**config.mk**
```make
export PLATFORM = sky130hd
export DESIGN_NAME = mono_scanout
export DESIGN_NICKNAME = d
export VERILOG_FILES = /design/src/rtl/mono_scan_pkg.sv /design/src/rtl/scan_timing.sv /design/src/rtl/scan_fetch.sv /design/src/rtl/scan_shifter.sv /design/src/rtl/mono_scanout.sv
export SDC_FILE = /design/constraint.sdc
export NUM_CORES = 1
export LEC_CHECK = 0
export BUFFER_PORTS_ARGS = -buffer_cell sky130_fd_sc_hd__buf_2
export CAP_MARGIN = 20
export CORE_ASPECT_RATIO = 2
export CORE_MARGIN = 5
export CORE_UTILIZATION = 50
export CTS_CLUSTER_SIZE = 28
export DETAILED_ROUTE_END_ITERATION = 7
export PLACE_DENSITY_LB_ADDON = 0.25
export SLEW_MARGIN = 20
export SYNTH_ARGS = -nofsm -noshare
export SYNTH_HDL_FRONTEND = slang
export SYNTH_SLANG_ARGS = --single-unit
```
**constraint.sdc**
```tcl
create_clock -name clk -period 3.4 [get_ports clk]
set_input_delay 0.34 -clock clk [delete_from_list [all_inputs] [get_ports clk]]
set_output_delay 0.34 -clock clk [all_outputs]
set_load 0.03 [all_outputs]
```
**src/rtl/mono_scan_pkg.sv**
```systemverilog
package mono_scan_pkg;

    // half-open window test on counter values
    function automatic logic in_span(input int x, input int lo, input int hi);
        return (x >= lo) && (x < hi);
    endfunction

    // true where a word boundary of the visible window starts
    function automatic logic word_edge(input int x, input int lo, input int hi, input int w);
        return in_span(x, lo, hi) && (((x - lo) % w) == 0);
    endfunction

endpackage

```
**src/rtl/scan_timing.sv**
```systemverilog
module scan_timing
    import mono_scan_pkg::*;
#(
    parameter int H_TOTAL  = 800,
    parameter int HS_START = 16,
    parameter int HS_END   = 48,
    parameter int V_TOTAL  = 449,
    parameter int VS_START = 2,
    parameter int VS_END   = 4,
    parameter int HCW      = $clog2(H_TOTAL),
    parameter int VCW      = $clog2(V_TOTAL)
) (
    input  logic           clk,
    input  logic           rst,
    output logic [HCW-1:0] nxt_h_o,
    output logic [VCW-1:0] nxt_v_o,
    output logic           hsync_o,
    output logic           vsync_o
);
    localparam logic [HCW-1:0] H_LAST = HCW'(H_TOTAL - 1);
    localparam logic [VCW-1:0] V_LAST = VCW'(V_TOTAL - 1);

    typedef struct packed {
        logic [HCW-1:0] h;
        logic [VCW-1:0] v;
        logic           hs;
        logic           vs;
    } tim_t;

    tim_t st_d, st_q;

    always_comb begin
        st_d = st_q;
        if (st_q.h == H_LAST) begin
            st_d.h = '0;
            st_d.v = (st_q.v == V_LAST) ? '0 : st_q.v + 1'b1;
        end else begin
            st_d.h = st_q.h + 1'b1;
        end
        st_d.hs = !in_span(int'(st_d.h), HS_START, HS_END);
        st_d.vs = in_span(int'(st_d.v), VS_START, VS_END);
    end

    always_ff @(posedge clk) begin
        if (rst) begin
            st_q <= '{h: '0, v: '0, hs: 1'b1, vs: 1'b0};
        end else begin
            st_q <= st_d;
        end
    end

    assign nxt_h_o = st_d.h;
    assign nxt_v_o = st_d.v;
    assign hsync_o = st_q.hs;
    assign vsync_o = st_q.vs;

    // frame wrap returns both counters to zero
    assert_frame_wrap_R1: assert property (@(posedge clk) disable iff (rst)
        (st_q.h == H_LAST && st_q.v == V_LAST) |=> (st_q.h == '0 && st_q.v == '0));

    // pixel counter steps by one inside a line
    assert_pixel_step_R1: assert property (@(posedge clk) disable iff (rst)
        (st_q.h != H_LAST) |=> (st_q.h == $past(st_q.h) + 1'b1));

    // hsync falls only at the pulse start count
    assert_hsync_fall_R2: assert property (@(posedge clk) disable iff (rst)
        $fell(st_q.hs) |-> (st_q.h == HCW'(HS_START)));

    // vsync changes only at a line start
    assert_vsync_edge_R3: assert property (@(posedge clk) disable iff (rst)
        (st_q.vs != $past(st_q.vs)) |-> (st_q.h == '0));
endmodule

```
**src/rtl/scan_fetch.sv**
```systemverilog
module scan_fetch
    import mono_scan_pkg::*;
#(
    parameter int WORD_W    = 32,
    parameter int ADDR_W    = 15,
    parameter int BASE_ADDR = 0,
    parameter int ACT_START = 48,
    parameter int ACT_END   = 688,
    parameter int VA_START  = 38,
    parameter int VA_END    = 438,
    parameter int HCW       = 10,
    parameter int VCW       = 9
) (
    input  logic              clk,
    input  logic              rst,
    input  logic [HCW-1:0]    nxt_h_i,
    input  logic [VCW-1:0]    nxt_v_i,
    output logic              rd_o,
    output logic [ADDR_W-1:0] addr_o
);
    localparam logic [ADDR_W-1:0] BASE = ADDR_W'(BASE_ADDR);
    localparam logic [ADDR_W-1:0] STEP = ADDR_W'(WORD_W / 8);
    // a read leaves this many clocks ahead of the word's first pixel
    localparam int LEAD = 2;

    typedef struct packed {
        logic              rd;
        logic [ADDR_W-1:0] addr;
    } fet_t;

    fet_t st_d, st_q;

    always_comb begin
        st_d    = st_q;
        st_d.rd = in_span(int'(nxt_v_i), VA_START, VA_END)
                  && word_edge(int'(nxt_h_i) + LEAD, ACT_START, ACT_END, WORD_W);
        if (nxt_h_i == '0 && nxt_v_i == '0) begin
            st_d.addr = BASE;
        end else if (st_q.rd) begin
            st_d.addr = st_q.addr + STEP;
        end
    end

    always_ff @(posedge clk) begin
        if (rst) begin
            st_q <= '{rd: 1'b0, addr: BASE};
        end else begin
            st_q <= st_d;
        end
    end

    assign rd_o   = st_q.rd;
    assign addr_o = st_q.addr;

    // strobes are single-clock pulses
    assert_single_strobe_R6: assert property (@(posedge clk) disable iff (rst)
        st_q.rd |=> !st_q.rd);

    // the word after a read sits one word higher
    assert_addr_step_R7: assert property (@(posedge clk) disable iff (rst)
        st_q.rd |=> (st_q.addr == $past(st_q.addr) + STEP));
endmodule

```
**src/rtl/scan_shifter.sv**
```systemverilog
module scan_shifter
    import mono_scan_pkg::*;
#(
    parameter int WORD_W    = 32,
    parameter int ACT_START = 48,
    parameter int ACT_END   = 688,
    parameter int VA_START  = 38,
    parameter int VA_END    = 438,
    parameter int HCW       = 10,
    parameter int VCW       = 9
) (
    input  logic              clk,
    input  logic              rst,
    input  logic [HCW-1:0]    nxt_h_i,
    input  logic [VCW-1:0]    nxt_v_i,
    input  logic [WORD_W-1:0] rdata_i,
    output logic              video_o
);
    typedef struct packed {
        logic [WORD_W-1:0] shift;
        logic              act;
        logic              video;
    } shf_t;

    shf_t st_d, st_q;
    logic line_vis;
    logic load;

    always_comb begin
        st_d     = st_q;
        line_vis = in_span(int'(nxt_v_i), VA_START, VA_END);
        load     = line_vis && word_edge(int'(nxt_h_i), ACT_START, ACT_END, WORD_W);
        if (load) begin
            st_d.shift = rdata_i;
        end else begin
            st_d.shift = {st_q.shift[WORD_W-2:0], 1'b0};
        end
        st_d.act   = line_vis && in_span(int'(nxt_h_i), ACT_START, ACT_END);
        st_d.video = st_d.act && st_d.shift[WORD_W-1];
    end

    always_ff @(posedge clk) begin
        if (rst) begin
            st_q <= '{shift: '0, act: 1'b0, video: 1'b0};
        end else begin
            st_q <= st_d;
        end
    end

    assign video_o = st_q.video;

    // no lit pixel outside the visible window
    assert_blank_outside_R4: assert property (@(posedge clk) disable iff (rst)
        st_q.video |-> st_q.act);
endmodule

```
**src/rtl/mono_scanout.sv**
```systemverilog
module mono_scanout #(
    parameter int H_TOTAL   = 800,
    parameter int HS_START  = 16,
    parameter int HS_END    = 48,
    parameter int ACT_START = 48,
    parameter int H_ACTIVE  = 640,
    parameter int V_TOTAL   = 449,
    parameter int VS_START  = 2,
    parameter int VS_END    = 4,
    parameter int VA_START  = 38,
    parameter int V_ACTIVE  = 400,
    parameter int WORD_W    = 32,
    parameter int ADDR_W    = 15,
    parameter int BASE_ADDR = 0
) (
    input  logic              clk,
    input  logic              rst,
    input  logic [WORD_W-1:0] fb_rdata_i,
    output logic [ADDR_W-1:0] fb_addr_o,
    output logic              fb_rd_o,
    output logic              hsync_o,
    output logic              vsync_o,
    output logic              video_o
);
    localparam int HCW     = $clog2(H_TOTAL);
    localparam int VCW     = $clog2(V_TOTAL);
    localparam int ACT_END = ACT_START + H_ACTIVE;
    localparam int VA_END  = VA_START + V_ACTIVE;

    logic [HCW-1:0] nxt_h;
    logic [VCW-1:0] nxt_v;

    scan_timing #(
        .H_TOTAL(H_TOTAL), .HS_START(HS_START), .HS_END(HS_END),
        .V_TOTAL(V_TOTAL), .VS_START(VS_START), .VS_END(VS_END),
        .HCW(HCW), .VCW(VCW)
    ) u_timing (
        .clk(clk), .rst(rst),
        .nxt_h_o(nxt_h), .nxt_v_o(nxt_v),
        .hsync_o(hsync_o), .vsync_o(vsync_o)
    );

    scan_fetch #(
        .WORD_W(WORD_W), .ADDR_W(ADDR_W), .BASE_ADDR(BASE_ADDR),
        .ACT_START(ACT_START), .ACT_END(ACT_END),
        .VA_START(VA_START), .VA_END(VA_END),
        .HCW(HCW), .VCW(VCW)
    ) u_fetch (
        .clk(clk), .rst(rst),
        .nxt_h_i(nxt_h), .nxt_v_i(nxt_v),
        .rd_o(fb_rd_o), .addr_o(fb_addr_o)
    );

    scan_shifter #(
        .WORD_W(WORD_W), .ACT_START(ACT_START), .ACT_END(ACT_END),
        .VA_START(VA_START), .VA_END(VA_END),
        .HCW(HCW), .VCW(VCW)
    ) u_shifter (
        .clk(clk), .rst(rst),
        .nxt_h_i(nxt_h), .nxt_v_i(nxt_v),
        .rdata_i(fb_rdata_i), .video_o(video_o)
    );

    // pixels never overlap the horizontal sync pulse
    assert_video_not_in_hsync_R4: assert property (@(posedge clk) disable iff (rst)
        video_o |-> hsync_o);

    // strobes only during visible pixel-side fetch windows, never in vertical sync
    assert_no_read_in_vsync_R6: assert property (@(posedge clk) disable iff (rst)
        fb_rd_o |-> !vsync_o);
endmodule

```
Yosys cells after proc, flatten, opt, wreduce, memory -nomap -nowiden
Index checks and enable logic that the tools add are counted.

Register bits after elaboration: 69. Input bits: 34. Logic and storage cells: 55.

$add $sub $neg: 6. Magnitude comparators: 10. Equality and inequality tests: 2. Mux-type cells: 4. Bitwise logic cells: 3. Reduce and logical (&&, ||, !) cells: 21.

Operator list (number): $logic_not 32->1 (2); $ge 32x7->1 const B (1); $lt 32x11->1 const B (1); $mux 32 (1); $sub 32x7->32 const B (1); $mux 9 (2); $add 15x3->15 const B (1); $logic_and 1x1->1 (12); $add 10x2->11 const B (1); $sub 10x6->11 const B (1); $add 10x1->10 const B (1); $eq 10x10->1 const B (1); $ge 10x5->1 const B (1); $ge 10x6->1 const B (1); $logic_not 10->1 (1); $lt 10x10->1 const B (1); $lt 10x6->1 const B (1); $mux 10 (1); $reduce_or 5->1 (2); $add 9x1->9 const B (1); $eq 9x9->1 const B (1); $ge 9x2->1 const B (1); $ge 9x6->1 const B (1); $logic_not 9->1 (1); 6 further kinds (8).

Logic depth before layout (Yosys ltp)
Gate-level depths: netlist (run 1).

Depth in word-level cells: 10. Depth in mapped cells: 10. Depth with buffers taken out: 9.

Cells and area by module
Synthesis (run 1) repeated with hierarchy kept, for this count alone.

Cell total of the unflattened synthesis: 428. Area total of the unflattened synthesis: 3783.6 um^2.

By module, submodules not included: scan_shifter (instances 1, cells each 150, area each 1512.7 um^2, sequential area each 640.6 um^2); scan_timing (instances 1, cells each 170, area each 1383.8 um^2, sequential area each 420.4 um^2); scan_fetch (instances 1, cells each 108, area each 887.1 um^2, sequential area each 280.3 um^2).

Worst setup path after synthesis (run 1)
No wires, ideal clock.

Path type: register -> register. Start point: register u_timing.st_q[16] in the netlist's numbering. End point: register u_shifter.st_q[10] in the netlist's numbering. Arrival time: 2.665 ns. Path slack: 0.664 ns. Cell stages (with the launch flop): 11. Path buffers: 3. Clock period less this slack: 2.736 ns. Path through: dfxtp_1 -> or4b_1 -> buf_2 -> or3_1 -> buf_6 -> o21ai_2 -> o31ai_1 -> a31o_1 -> a221oi_4 -> buf_8 -> mux2i_1.

Longest elaborated chain between the ends: 9.

RTL lines: from (decl) (RTL line scan_timing.sv:30) `tim_t st_d, st_q;`; from (signal assigned) (RTL line scan_timing.sv:46) `st_q <= '{h: '0, v: '0, hs: 1'b1, vs: 1'b0};`; from (signal assigned) (RTL line scan_timing.sv:48) `st_q <= st_d;`; parallel branches: the longest is 7 deep, another holds $sub 10x6->11; $logic_and 1x1->1 * (RTL line scan_shifter.sv:32) `load = line_vis && word_edge(int'(nxt_h_i), ACT_START, ACT_END, WORD_W);`; $mux 32 * (RTL line scan_shifter.sv:33) `if (load) begin`; to (signal assigned) (RTL line scan_shifter.sv:44) `st_q <= '{shift: '0, act: 1'b0, video: 1'b0};`; to (signal assigned) (RTL line scan_shifter.sv:46) `st_q <= st_d;`; to (decl) (RTL line scan_shifter.sv:25) `shf_t st_d, st_q;`.

Every way passes the cells marked *. A chain may end at the register's enable or synchronous reset.

Worst setup path in the final report (run 1)
Start point: register u_timing.st_q[11] in the netlist's numbering. End point: register u_shifter.st_q[26] in the netlist's numbering.

Longest elaborated chain between the ends: 9.

RTL lines: $add 10x1->10 / $eq 10x10->1 (equally long branches) (RTL line scan_timing.sv:38, scan_timing.sv:34); $mux 10 (RTL line scan_timing.sv:34) `if (st_q.h == H_LAST) begin`; $sub 10x6->11 (RTL line mono_scan_pkg.sv:10) `return in_span(x, lo, hi) && (((x - lo) % w) == 0);`; $reduce_or 5->1 (no source line); $and 1x1->1 (no source line); $logic_not 32->1 (RTL line mono_scan_pkg.sv:10); $logic_and 1x1->1 (RTL line mono_scan_pkg.sv:10); $logic_and 1x1->1 * (RTL line scan_shifter.sv:32); $mux 32 * (RTL line scan_shifter.sv:33).

Mark *: on every way between the ends. The rest lies on a longest branch, timed or not.

==> results.txt, run 1 <==
----------------------------------------------------
[Status]
  Result of the run ... complete, no violations

[Power]
  Combinational Power Share ... 4.9%
  Leakage power figure ... 0.001545 µW
  Max rail drop VDD ... 0.3549 mV
  Power density normalized to cell area ... 424.9 mW/mm²
  Clock network fraction of total power ... 50.5%
  Net switching fraction of the power ... 20.84%
  Net switching power ... 370.3 µW
  Total Power Consumption ... 1777 µW
  P_int ... 1406 µW
  Seq pwr share ... 44.6%

[Worst setup path]
  Data required, critical path ... 3.66 ns
  Delay contributed by the slowest stage of the critical path ... 0.54 ns
  CP max FO ... 30
  Setup crit start kind ... flop
  Worst path arrival time ... 3.31 ns
  Endpoint kind of the worst setup timing path ... flop
  Critical path, cell by cell ... ha_1 > nand4_1 > or3_1 > o21ai_2 > o31ai_1 > buf_4 > a31o_1 > a221oi_4 > buf_12 > mux2i_1
  Path type of the worst setup path ... reg2reg
  Critical Path Slowest Stage Cell ... sky130_fd_sc_hd__or3_1

[Global routing]
  Antenna violations before repair ... 0
  Via count of the first global-routing pass ... 3089
  Largest net degree at the start of global routing ... 44
  GR Overflow Total ... 0
  First-pass GRT wire length ... 13770 µm
  GRT Resource Usage Total ... 19.01%

[Drt]
  Detailed-route vias per instance ... 5.620
  Number of iterations in the first detailed-routing pass ... 4
  Drt wl/cell ... 15.05 µm
  Drt drc ... 0
  Overall routed net length ... 8249 µm
  Post-DRT Antenna Nets ... 0
  Iteration-0 DRC count of the detailed router ... 221
  Detailed-route via count ... 3080

[Synth]
  Total of flip-flops plus latches after synthesis ... 67
  Total number of yosys warnings ... 0
  Proportion of synthesized flip-flops having asynchronous set or reset ... 0%
  Most common library cells after synthesis ... 67 x sky130_fd_sc_hd__dfxtp_1, 62 x sky130_fd_sc_hd__nand2b_1, 40 x sky130_fd_sc_hd__nor2_1
  Share of the yosys chip area belonging to registers ... 37.46%
  Ranking of synthesized cells by area ... sky130_fd_sc_hd__dfxtp_1 37%, sky130_fd_sc_hd__nand2b_1 11%, sky130_fd_sc_hd__mux2i_1 8.9%
  Library cell with the largest summed area after synthesis ... sky130_fd_sc_hd__dfxtp_1
  Mean cell area of the mapped netlist ... 8.864 µm²
  Synth Cell Area ... 0.003581 mm²
  Yosys top cell area share ... 37.46%
  Most used flip-flop cell after synthesis ... sky130_fd_sc_hd__dfxtp_1
  Netlist cell types ... 60
  Count leader, synth ... sky130_fd_sc_hd__dfxtp_1
  Number of cells produced by synthesis ... 404
  Number of enable-type register cells in the synthesized netlist ... 0

[Floorplan]
  IO Pins ... 53
  Floorplan Core Area ... 0.006940 mm²
  Std cell rows ... 43
  Vert. Die Dim ... 129.7 µm
  Area of the die ... 0.009057 mm²
  Horiz. Die Dim ... 69.84 µm
  Initial cell density of the core ... 51.60%

[Clocking]
  Clk_lat worst skew ... 0.33 ns
  Root buf cell ... sky130_fd_sc_hd__clkbuf_16
  H-tree levels ... 3
  Number of clock buffers inserted by TritonCTS ... 9
  Post-CTS setup repair buffer count ... 0
  Number of gates resized after cts ... 0
  TritonCTS clock tree ... done
  Cts-stage hold buffer count ... 0
  Maximum count of clock buffers along a single path ... 2
  Clock-pin slew on the worst setup and hold paths ... 0.05 ns
  Clock sink count ... 67

[Timing]
  Slew @ Worst Pin ... 0.6626 ns
  Final Setup Violations ... 0
  Unrepaired setup endpoints after global routing ... no
  Max-slew violation total from the final report ... 0
  Smallest hold slack ... 0.2480 ns
  Maximum clock frequency ... 0.3272 GHz
  Sum of negative setup slack ... 0 ns
  Number of failing hold endpoints at the final stage ... 0
  Slew margin rel. ... 55.83%
  Share of the clock period used by the worst path ... 89.88%
  Clock Skews ... 0.007447 ns
  Final critical-path required period ... 3.056 ns

[Place]
  Routability cong. ... 0.8581
  Final HPWL from detailed placement ... 6078 µm
  Cell Area, Placed ... 0.003899 mm²
  Number of buffers inserted by port buffering ... 50

[Finish]
  Diode count ... 0
  Fraction of final layout cells with drive strength greater than 1 ... 17.47%
  Final layout net count ... 497
  Area delta synth->final ... 16.77%
  Cell area after layout ... 0.004182 mm²
  Finished Core Util ... 60.25%

[Min path]
  Hold/Removal Path Class ... in2reg

[Run]
  Max_cap viols ... 0

----------------------------------------------------
-- cell families after synthesis --
family,after synthesis,synth area share [%]
buffers and inverters,31,4.857
AOI/OAI and AO/OA,59,12.47
and+or+nand+nor,185,28.23
other,1,0.1047
xor gates and xnor gates,21,5.136
adders and majority gates,8,2.795
DFF,67,37.46
muxes,32,8.945
-- flip-flops by register name, summed over array words and instances, names as in the netlist --
signal,cells
u_shifter.st_q,31
u_timing.st_q,19
u_fetch.addr_o,13
u_fetch.rd_o,1
u_shifter.video_o,1
u_timing.hsync_o,1
u_timing.vsync_o,1
-- final cells by class --
| cell class | count | area (µm²) |
|---|---|---|
| Inverter | 10 | 37.54 |
| Sequential cell | 67 | 1341 |
| Clock buffer | 11 | 242.7 |
| Multi-Input combinational cell | 307 | 2069 |
| Timing Repair Buffer | 60 | 337.8 |
| Fill cell | 631 | 2759 |
| Tap cell | 90 | 112.6 |
| Clock inverter | 3 | 40.04 |
-- cell usage in the layout, fill, tap and decap left out, types with 9 or more instances in the layout --
master | synthesis | layout
sky130_fd_sc_hd__dfxtp_1 | 67 | 67
sky130_fd_sc_hd__nand2b_1 | 62 | 62
sky130_fd_sc_hd__buf_2 | 1 | 50
sky130_fd_sc_hd__nor2_1 | 40 | 40
sky130_fd_sc_hd__mux2i_1 | 32 | 32
sky130_fd_sc_hd__nand2_1 | 19 | 19
sky130_fd_sc_hd__nor3_1 | 13 | 13
sky130_fd_sc_hd__o21ai_0 | 12 | 12
sky130_fd_sc_hd__a21oi_1 | 12 | 12
sky130_fd_sc_hd__xnor2_1 | 11 | 11
sky130_fd_sc_hd__inv_1 | 10 | 10
sky130_fd_sc_hd__nand4_1 | 10 | 10
sky130_fd_sc_hd__nand3_1 | 10 | 10
sky130_fd_sc_hd__xor2_1 | 10 | 10
sky130_fd_sc_hd__clkbuf_16 | 0 | 9
sky130_fd_sc_hd__buf_4 | 2 | 9
-- power groups by stage --
stage | clock network (µW) | logic [µW] | registers [µW]
floorplan | 0 | 55.5 | 809
global placement | 0 | 86.6 | 810
detailed placement | 0 | 87.4 | 810
CTS | 906 | 87.7 | 793
global route | 945 | 96.8 | 793
finish | 897 | 86.9 | 793
-- path summary, 6_finish.rpt --
kind / from / to / slack, ns / depth (start not counted)
worst min register to register: u_shifter.st_q[6] / u_shifter.st_q[7] / 0.45 / 2
worst max register to register: u_timing.st_q[11] / u_shifter.st_q[26] / 0.34 / 10
worst min-delay path: fb_rdata_i[0] / u_shifter.st_q[2] / 0.25 / 3
worst max-delay path: u_timing.st_q[11] / u_shifter.st_q[26] / 0.34 / 10
-- worst max-delay path: cells and delay by family (launching register included) --
kind            cells  cell delay [ns]
flops               1             0.42
buf+inv             2             0.43
mux                 1             0.22
simple gates        2             0.82
compound gates      4             0.84
fa+ha+maj           1             0.25
-- stage by stage --
stage / instances / worst slack [ns]
after floorplan: 405 / 0.6637
after global placement: 534 / 0.4379
after detailed placement: 534 / 0.3520
after CTS: 548 / 0.3412
after global routing: 548 / 0.02106
final: 548 / 0.3440
-- layer usage --
metal,wire (µm),vias to the layer above,GRT usage (%)
met4,467,0,12.30
met2,4399,97,35.58
li1,-,1513,-
met1,3046,1434,18.22
met5,0,-,0
met3,337,36,4.503
(Power assumes the default switching activity.)
==> run 2, diff against run 1 <==
Settings changed: CELL_PAD_IN_SITES_DETAIL_PLACEMENT set to 2, CELL_PAD_IN_SITES_GLOBAL_PLACEMENT set to 2, CORE_UTILIZATION 50 to 37.
Clock period 3.4 ns to 3.7 ns, I/O delays scaled along.
==> results.txt, run 2 (synthesized netlist as in run 1, its figures left out) <==
----------------------------------------------------
[Status]
  Result of the run ... complete, no violations

[Drt]
  Overall routed net length ... 11230 µm
  Drt wl/cell ... 19.25 µm
  Detailed-route via count ... 3124
  Drt drc ... 0
  Highest layer used for signal routing ... met4
  Post-DRT Antenna Nets ... 0
  Iteration-0 DRC count of the detailed router ... 92
  Detailed route wirelength on metal2 ... 6632 µm
  Detail Route met3 WL ... 289 µm
  Detailed-routing wirelength on met1 ... 3851 µm
  Detailed-route vias per instance ... 5.358
  Number of iterations in the first detailed-routing pass ... 4

[Clocking]
  TritonCTS clock tree ... done
  Cts-stage hold buffer count ... 0
  Maximum count of clock buffers along a single path ... 2
  H-tree levels ... 3
  Post-CTS setup repair buffer count ... 0
  Clk_lat worst skew ... 0.34 ns
  Clock-pin slew on the worst setup and hold paths ... 0.06 ns
  Root buf cell ... sky130_fd_sc_hd__clkbuf_16
  Number of gates resized after cts ... 0
  Clock sink count ... 67
  Number of clock buffers inserted by TritonCTS ... 9

[Power]
  Max rail drop VDD ... 0.2500 mV
  Leakage power figure ... 0.001515 µW
  Power density normalized to cell area ... 403.6 mW/mm²
  Total Power Consumption ... 1695 µW

[Place]
  Final HPWL from detailed placement ... 8278 µm
  Number of buffers inserted by port buffering ... 50
  DP Cell Count ... 567
  Cell Area, Placed ... 0.003896 mm²
  Routability cong. ... 0.8455

[Finish]
  Cell area after layout ... 0.004199 mm²
  Final layout net count ... 490
  Diode count ... 0
  Number of flip-flops under the largest register name ... 31
  Finished Core Util ... 44.45%
  Leading cell type in the layout, fill and taps excluded ... sky130_fd_sc_hd__dfxtp_1
  Non-filler instance count after layout ... 583
  Top reg by flops ... u_shifter.st_q
  Most used cells in the layout excluding fill and tap cells ... 67 x sky130_fd_sc_hd__dfxtp_1, 62 x sky130_fd_sc_hd__nand2b_1, 50 x sky130_fd_sc_hd__buf_2, 40 x sky130_fd_sc_hd__nor2_1, 32 x sky130_fd_sc_hd__mux2i_1
  Area delta synth->final ... 17.26%
  Fraction of final layout cells with drive strength greater than 1 ... 16.78%

[Global routing]
  GRT Resource Usage Total ... 20.27%
  First-pass GRT wire length ... 18150 µm
  Antenna violations before repair ... 0
  GR Overflow Total ... 0
  Via count of the first global-routing pass ... 3582
  Largest net degree at the start of global routing ... 62

[Timing]
  Number of failing hold endpoints at the final stage ... 0
  Maximum clock frequency ... 0.3028 GHz
  Clock Skews ... 0.007334 ns
  Unrepaired setup endpoints after global routing ... no
  Sum of negative setup slack ... 0 ns
  Share of the clock period used by the worst path ... 89.26%
  Slew @ Worst Pin ... 0.7784 ns
  Slew margin rel. ... 47.93%
  Final Setup Violations ... 0
  Max-slew violation total from the final report ... 0
  Final critical-path required period ... 3.302 ns

[Min path]
  Hold/Removal Path Class ... in2reg
  Hold-critical path depth ... 3
  Worst Min Path Start ... fb_rdata_i[0]

[Floorplan]
  Floorplan Core Area ... 0.009447 mm²
  Std cell rows ... 50
  IO Pins ... 53
  Vert. Die Dim ... 149.1 µm
  Area of the die ... 0.01187 mm²
  Initial cell density of the core ... 37.91%
  Horiz. Die Dim ... 79.57 µm

[Worst setup path]
  Cell depth of the worst flop-to-flop path ... 10
  Endpoint kind of the worst setup timing path ... flop
  Worst path arrival time ... 3.57 ns
  Path type of the worst setup path ... reg2reg
  Worst reg2reg startpoint ... u_timing.st_q[11]
  CP max FO ... 30
  Data required, critical path ... 3.97 ns
  Setup crit start kind ... flop
  Start point of the critical path ... u_timing.st_q[11]

[Run]
  Max_cap viols ... 0

----------------------------------------------------
-- run 2: layer usage --
metal,vias up,GRT usage [%]
met2,63,39.15
li1,1502,-
met3,30,4.111
met5,-,0
met4,0,11.79
met1,1529,18.75
-- run 2: power breakdown --
part	switching, µW	leakage, µW	total, µW	internal, µW
Sequential	4.19	0.000540	728	724
Clock	345	0.000145	884	540
Combinational	46.1	0.000830	82.0	35.9
Total	395	0.00151	1690	1300
-- run 2: worst max-delay path, cell delays in order (launching register included) --
cell and delay [ns]:
sky130_fd_sc_hd__dfxtp_1 0.42, sky130_fd_sc_hd__ha_1 0.26, sky130_fd_sc_hd__nand4_1 0.34, sky130_fd_sc_hd__nor3_2 0.25, sky130_fd_sc_hd__buf_4 0.26, sky130_fd_sc_hd__nand2_1 0.16, sky130_fd_sc_hd__o31ai_1 0.42, sky130_fd_sc_hd__o21ai_0 0.28
sky130_fd_sc_hd__a221oi_4 0.32, sky130_fd_sc_hd__buf_12 0.26, sky130_fd_sc_hd__mux2i_1 0.23
-- run 2: cell type report --
class | count | area [µm²]
fill | 1050 | 5248
multi-input combinational | 307 | 2069
sequential | 67 | 1341
timing repair buffer | 53 | 285.3
clock buffer | 10 | 239.0
tap | 130 | 162.7
clock inverter | 6 | 63.81
inverter | 10 | 37.54
-- run 2: final timing paths --
kind                             end  slack (ns)
setup / recovery  u_shifter.st_q[29]        0.40
hold / removal     u_shifter.st_q[2]        0.26
setup reg to reg  u_shifter.st_q[29]        0.40
hold reg to reg   u_shifter.st_q[30]        0.45
-- run 2: through the flow --
stage	hold slack [ns]	worst slack (ns)
5_1_grt	0.2747	0.1145
4_1_cts	0.2535	0.3831
3_5_place_dp	0.4507	0.4420
6_report	0.2627	0.3976
2_1_floorplan	0.4343	0.9637
3_3_place_gp	0.4371	0.6191
==> run 3, diff against run 2 <==
Settings changed: RECOVER_POWER set to 50.
==> results.txt, run 3 (synthesized netlist as in run 1, its figures left out) <==
----------------------------------------------------
[Status]
  Result of the run ... complete, no violations

[Timing]
  Slew margin rel. ... 48.58%
  Final Setup Violations ... 0
  Clock Skews ... 0.006730 ns
  Number of failing hold endpoints at the final stage ... 0
  Share of the clock period used by the worst path ... 89.43%
  Max-slew violation total from the final report ... 0
  Unrepaired setup endpoints after global routing ... no
  PnR worst setup slack ... 0.3909 ns
  Slew @ Worst Pin ... 0.7688 ns
  Maximum clock frequency ... 0.3022 GHz
  Smallest hold slack ... 0.2626 ns
  Final critical-path required period ... 3.309 ns
  Sum of negative setup slack ... 0 ns

[Worst setup path]
  Path type of the worst setup path ... reg2reg
  Worst reg2reg startpoint ... u_timing.st_q[11]
  CP max FO ... 30
  Setup slack of the most critical reg-to-reg path ... 0.39 ns
  Delay contributed by the slowest stage of the critical path ... 0.42 ns
  Cell depth of the worst flop-to-flop path ... 10
  Worst path arrival time ... 3.57 ns
  Critical Path Slowest Stage Cell ... sky130_fd_sc_hd__dfxtp_1
  Endpoint kind of the worst setup timing path ... flop
  Start point of the critical path ... u_timing.st_q[11]
  Critical path, cell by cell ... ha_1 > nand4_1 > nor3_2 > buf_4 > nand2_1 > o31ai_1 > o21ai_0 > a221oi_4 > buf_12 > mux2i_1
  Data required, critical path ... 3.96 ns
  Setup crit start kind ... flop
  Destination of the worst register-to-register timing path ... u_shifter.st_q[29]

[Clocking]
  Clock sink count ... 67
  Number of clock buffers inserted by TritonCTS ... 9
  Number of gates resized after cts ... 0
  Post-CTS setup repair buffer count ... 0
  Clock-pin slew on the worst setup and hold paths ... 0.06 ns
  Cts-stage hold buffer count ... 0
  Clk_lat worst skew ... 0.34 ns
  Maximum count of clock buffers along a single path ... 2
  H-tree levels ... 3
  Root buf cell ... sky130_fd_sc_hd__clkbuf_16
  TritonCTS clock tree ... done

[Finish]
  Area delta synth->final ... 16.67%
  Leading cell type in the layout, fill and taps excluded ... sky130_fd_sc_hd__dfxtp_1
  Most used cells in the layout excluding fill and tap cells ... 67 x sky130_fd_sc_hd__dfxtp_1, 62 x sky130_fd_sc_hd__nand2b_1, 40 x sky130_fd_sc_hd__nor2_1, 33 x sky130_fd_sc_hd__buf_2, 32 x sky130_fd_sc_hd__mux2i_1
  Filler Cells Inserted ... 1057
  Finished Core Util ... 44.23%
  Non-filler instance count after layout ... 583
  Diode count ... 0
  Number of flip-flops under the largest register name ... 31
  Storage cell area ... 0.001341 mm²
  Area of the multi-input gates ... 0.002069 mm²
  Top reg by flops ... u_shifter.st_q
  Final layout net count ... 490
  Fraction of final layout cells with drive strength greater than 1 ... 13.02%

[Power]
  Max rail drop VDD ... 0.2499 mV
  Leakage power figure ... 0.001443 µW
  Power density normalized to cell area ... 405.5 mW/mm²

[Place]
  Routability cong. ... 0.8455
  Number of buffers inserted by port buffering ... 50
  Final HPWL from detailed placement ... 8278 µm
  DP Cell Count ... 567
  Pre-CTS setup slack ... 0.4420 ns

[Drt]
  Overall routed net length ... 11210 µm
  Drt drc ... 0
  Detailed-route vias per instance ... 5.372
  Post-DRT Antenna Nets ... 0
  Detailed-route via count ... 3132
  Drt wl/cell ... 19.23 µm
  Number of iterations in the first detailed-routing pass ... 4
  Iteration-0 DRC count of the detailed router ... 104

[Floorplan]
  Floorplan Core Area ... 0.009447 mm²
  Vert. Die Dim ... 149.1 µm
  Std cell rows ... 50
  Area of the die ... 0.01187 mm²
  IO Pins ... 53
  Initial cell density of the core ... 37.91%
  Horiz. Die Dim ... 79.57 µm

[Min path]
  Hold/Removal Path Class ... in2reg
  Worst Min Path Start ... fb_rdata_i[0]
  Hold-critical path depth ... 3
  Endpoint of the worst hold path ... u_shifter.st_q[2]

[Global routing]
  Via count of the first global-routing pass ... 3582
  GRT met1 Usage ... 18.75%
  Antenna violations before repair ... 0
  GRT Resource Usage Total ... 20.27%
  Largest net degree at the start of global routing ... 62
  Most used routing layer ... met2
  GR Overflow Total ... 0
  Met2 global-route usage ... 39.15%
  Global routing usage on met3 ... 4.111%
  First-pass GRT wire length ... 18150 µm

[Run]
  Max_cap viols ... 0

----------------------------------------------------
==> run 3: cell types whose count changed in the layout (fill, tap and decap cells not counted) <==
cell	before	now
sky130_fd_sc_hd__buf_2	50	33
sky130_fd_sc_hd__clkbuf_1	0	17
==> run 3: per-stage QoR <==
step	instance area [µm²]	power [µW]
global placement	3896	822.5
CTS	4199	1723
global route	4178	1755
floorplan	3585	794.4
finish	4178	1694
detailed placement	3896	826.3
==> run 3: cell type report <==
cell class	instances	share of cell area [%]
Clock buffer	10	5.720
Tap cell	130	3.893
Multi-Input combinational cell	307	49.54
Inverter	10	0.8985
Clock inverter	6	1.527
Sequential cell	67	32.11
Timing Repair Buffer	53	6.319
==> run 3: how the worst max path moves through the flow <==
stage                              end  slack (ns)
floorplan           u_shifter.st_q[10]        0.96
global placement     u_fetch.addr_o[6]        0.62
detailed placement  u_shifter.st_q[29]        0.44
CTS                 u_shifter.st_q[27]        0.38
global route        u_shifter.st_q[12]        0.11
finish              u_shifter.st_q[29]        0.39
==> run 3: per-layer routing <==
metal	wire length [µm]	vias to the layer above
li1	-	1501
met2	6646	69
met4	451	0
met3	292	30
met5	0	-
met1	3819	1532
==> run 3: where the power goes <==
part / internal [µW] / switching (µW)
combinational: 35.9 / 46.0
sequential: 724 / 4.20
clock: 540 / 344
total: 1300 / 394
==> run 3: critical path: cells and delay by family (launching register included) <==
kind / cells / cell delay (ns)
fa+ha+maj: 1 / 0.26
buf+inv: 2 / 0.52
mux: 1 / 0.23
compound gates: 3 / 1.02
flops: 1 / 0.42
simple gates: 3 / 0.75
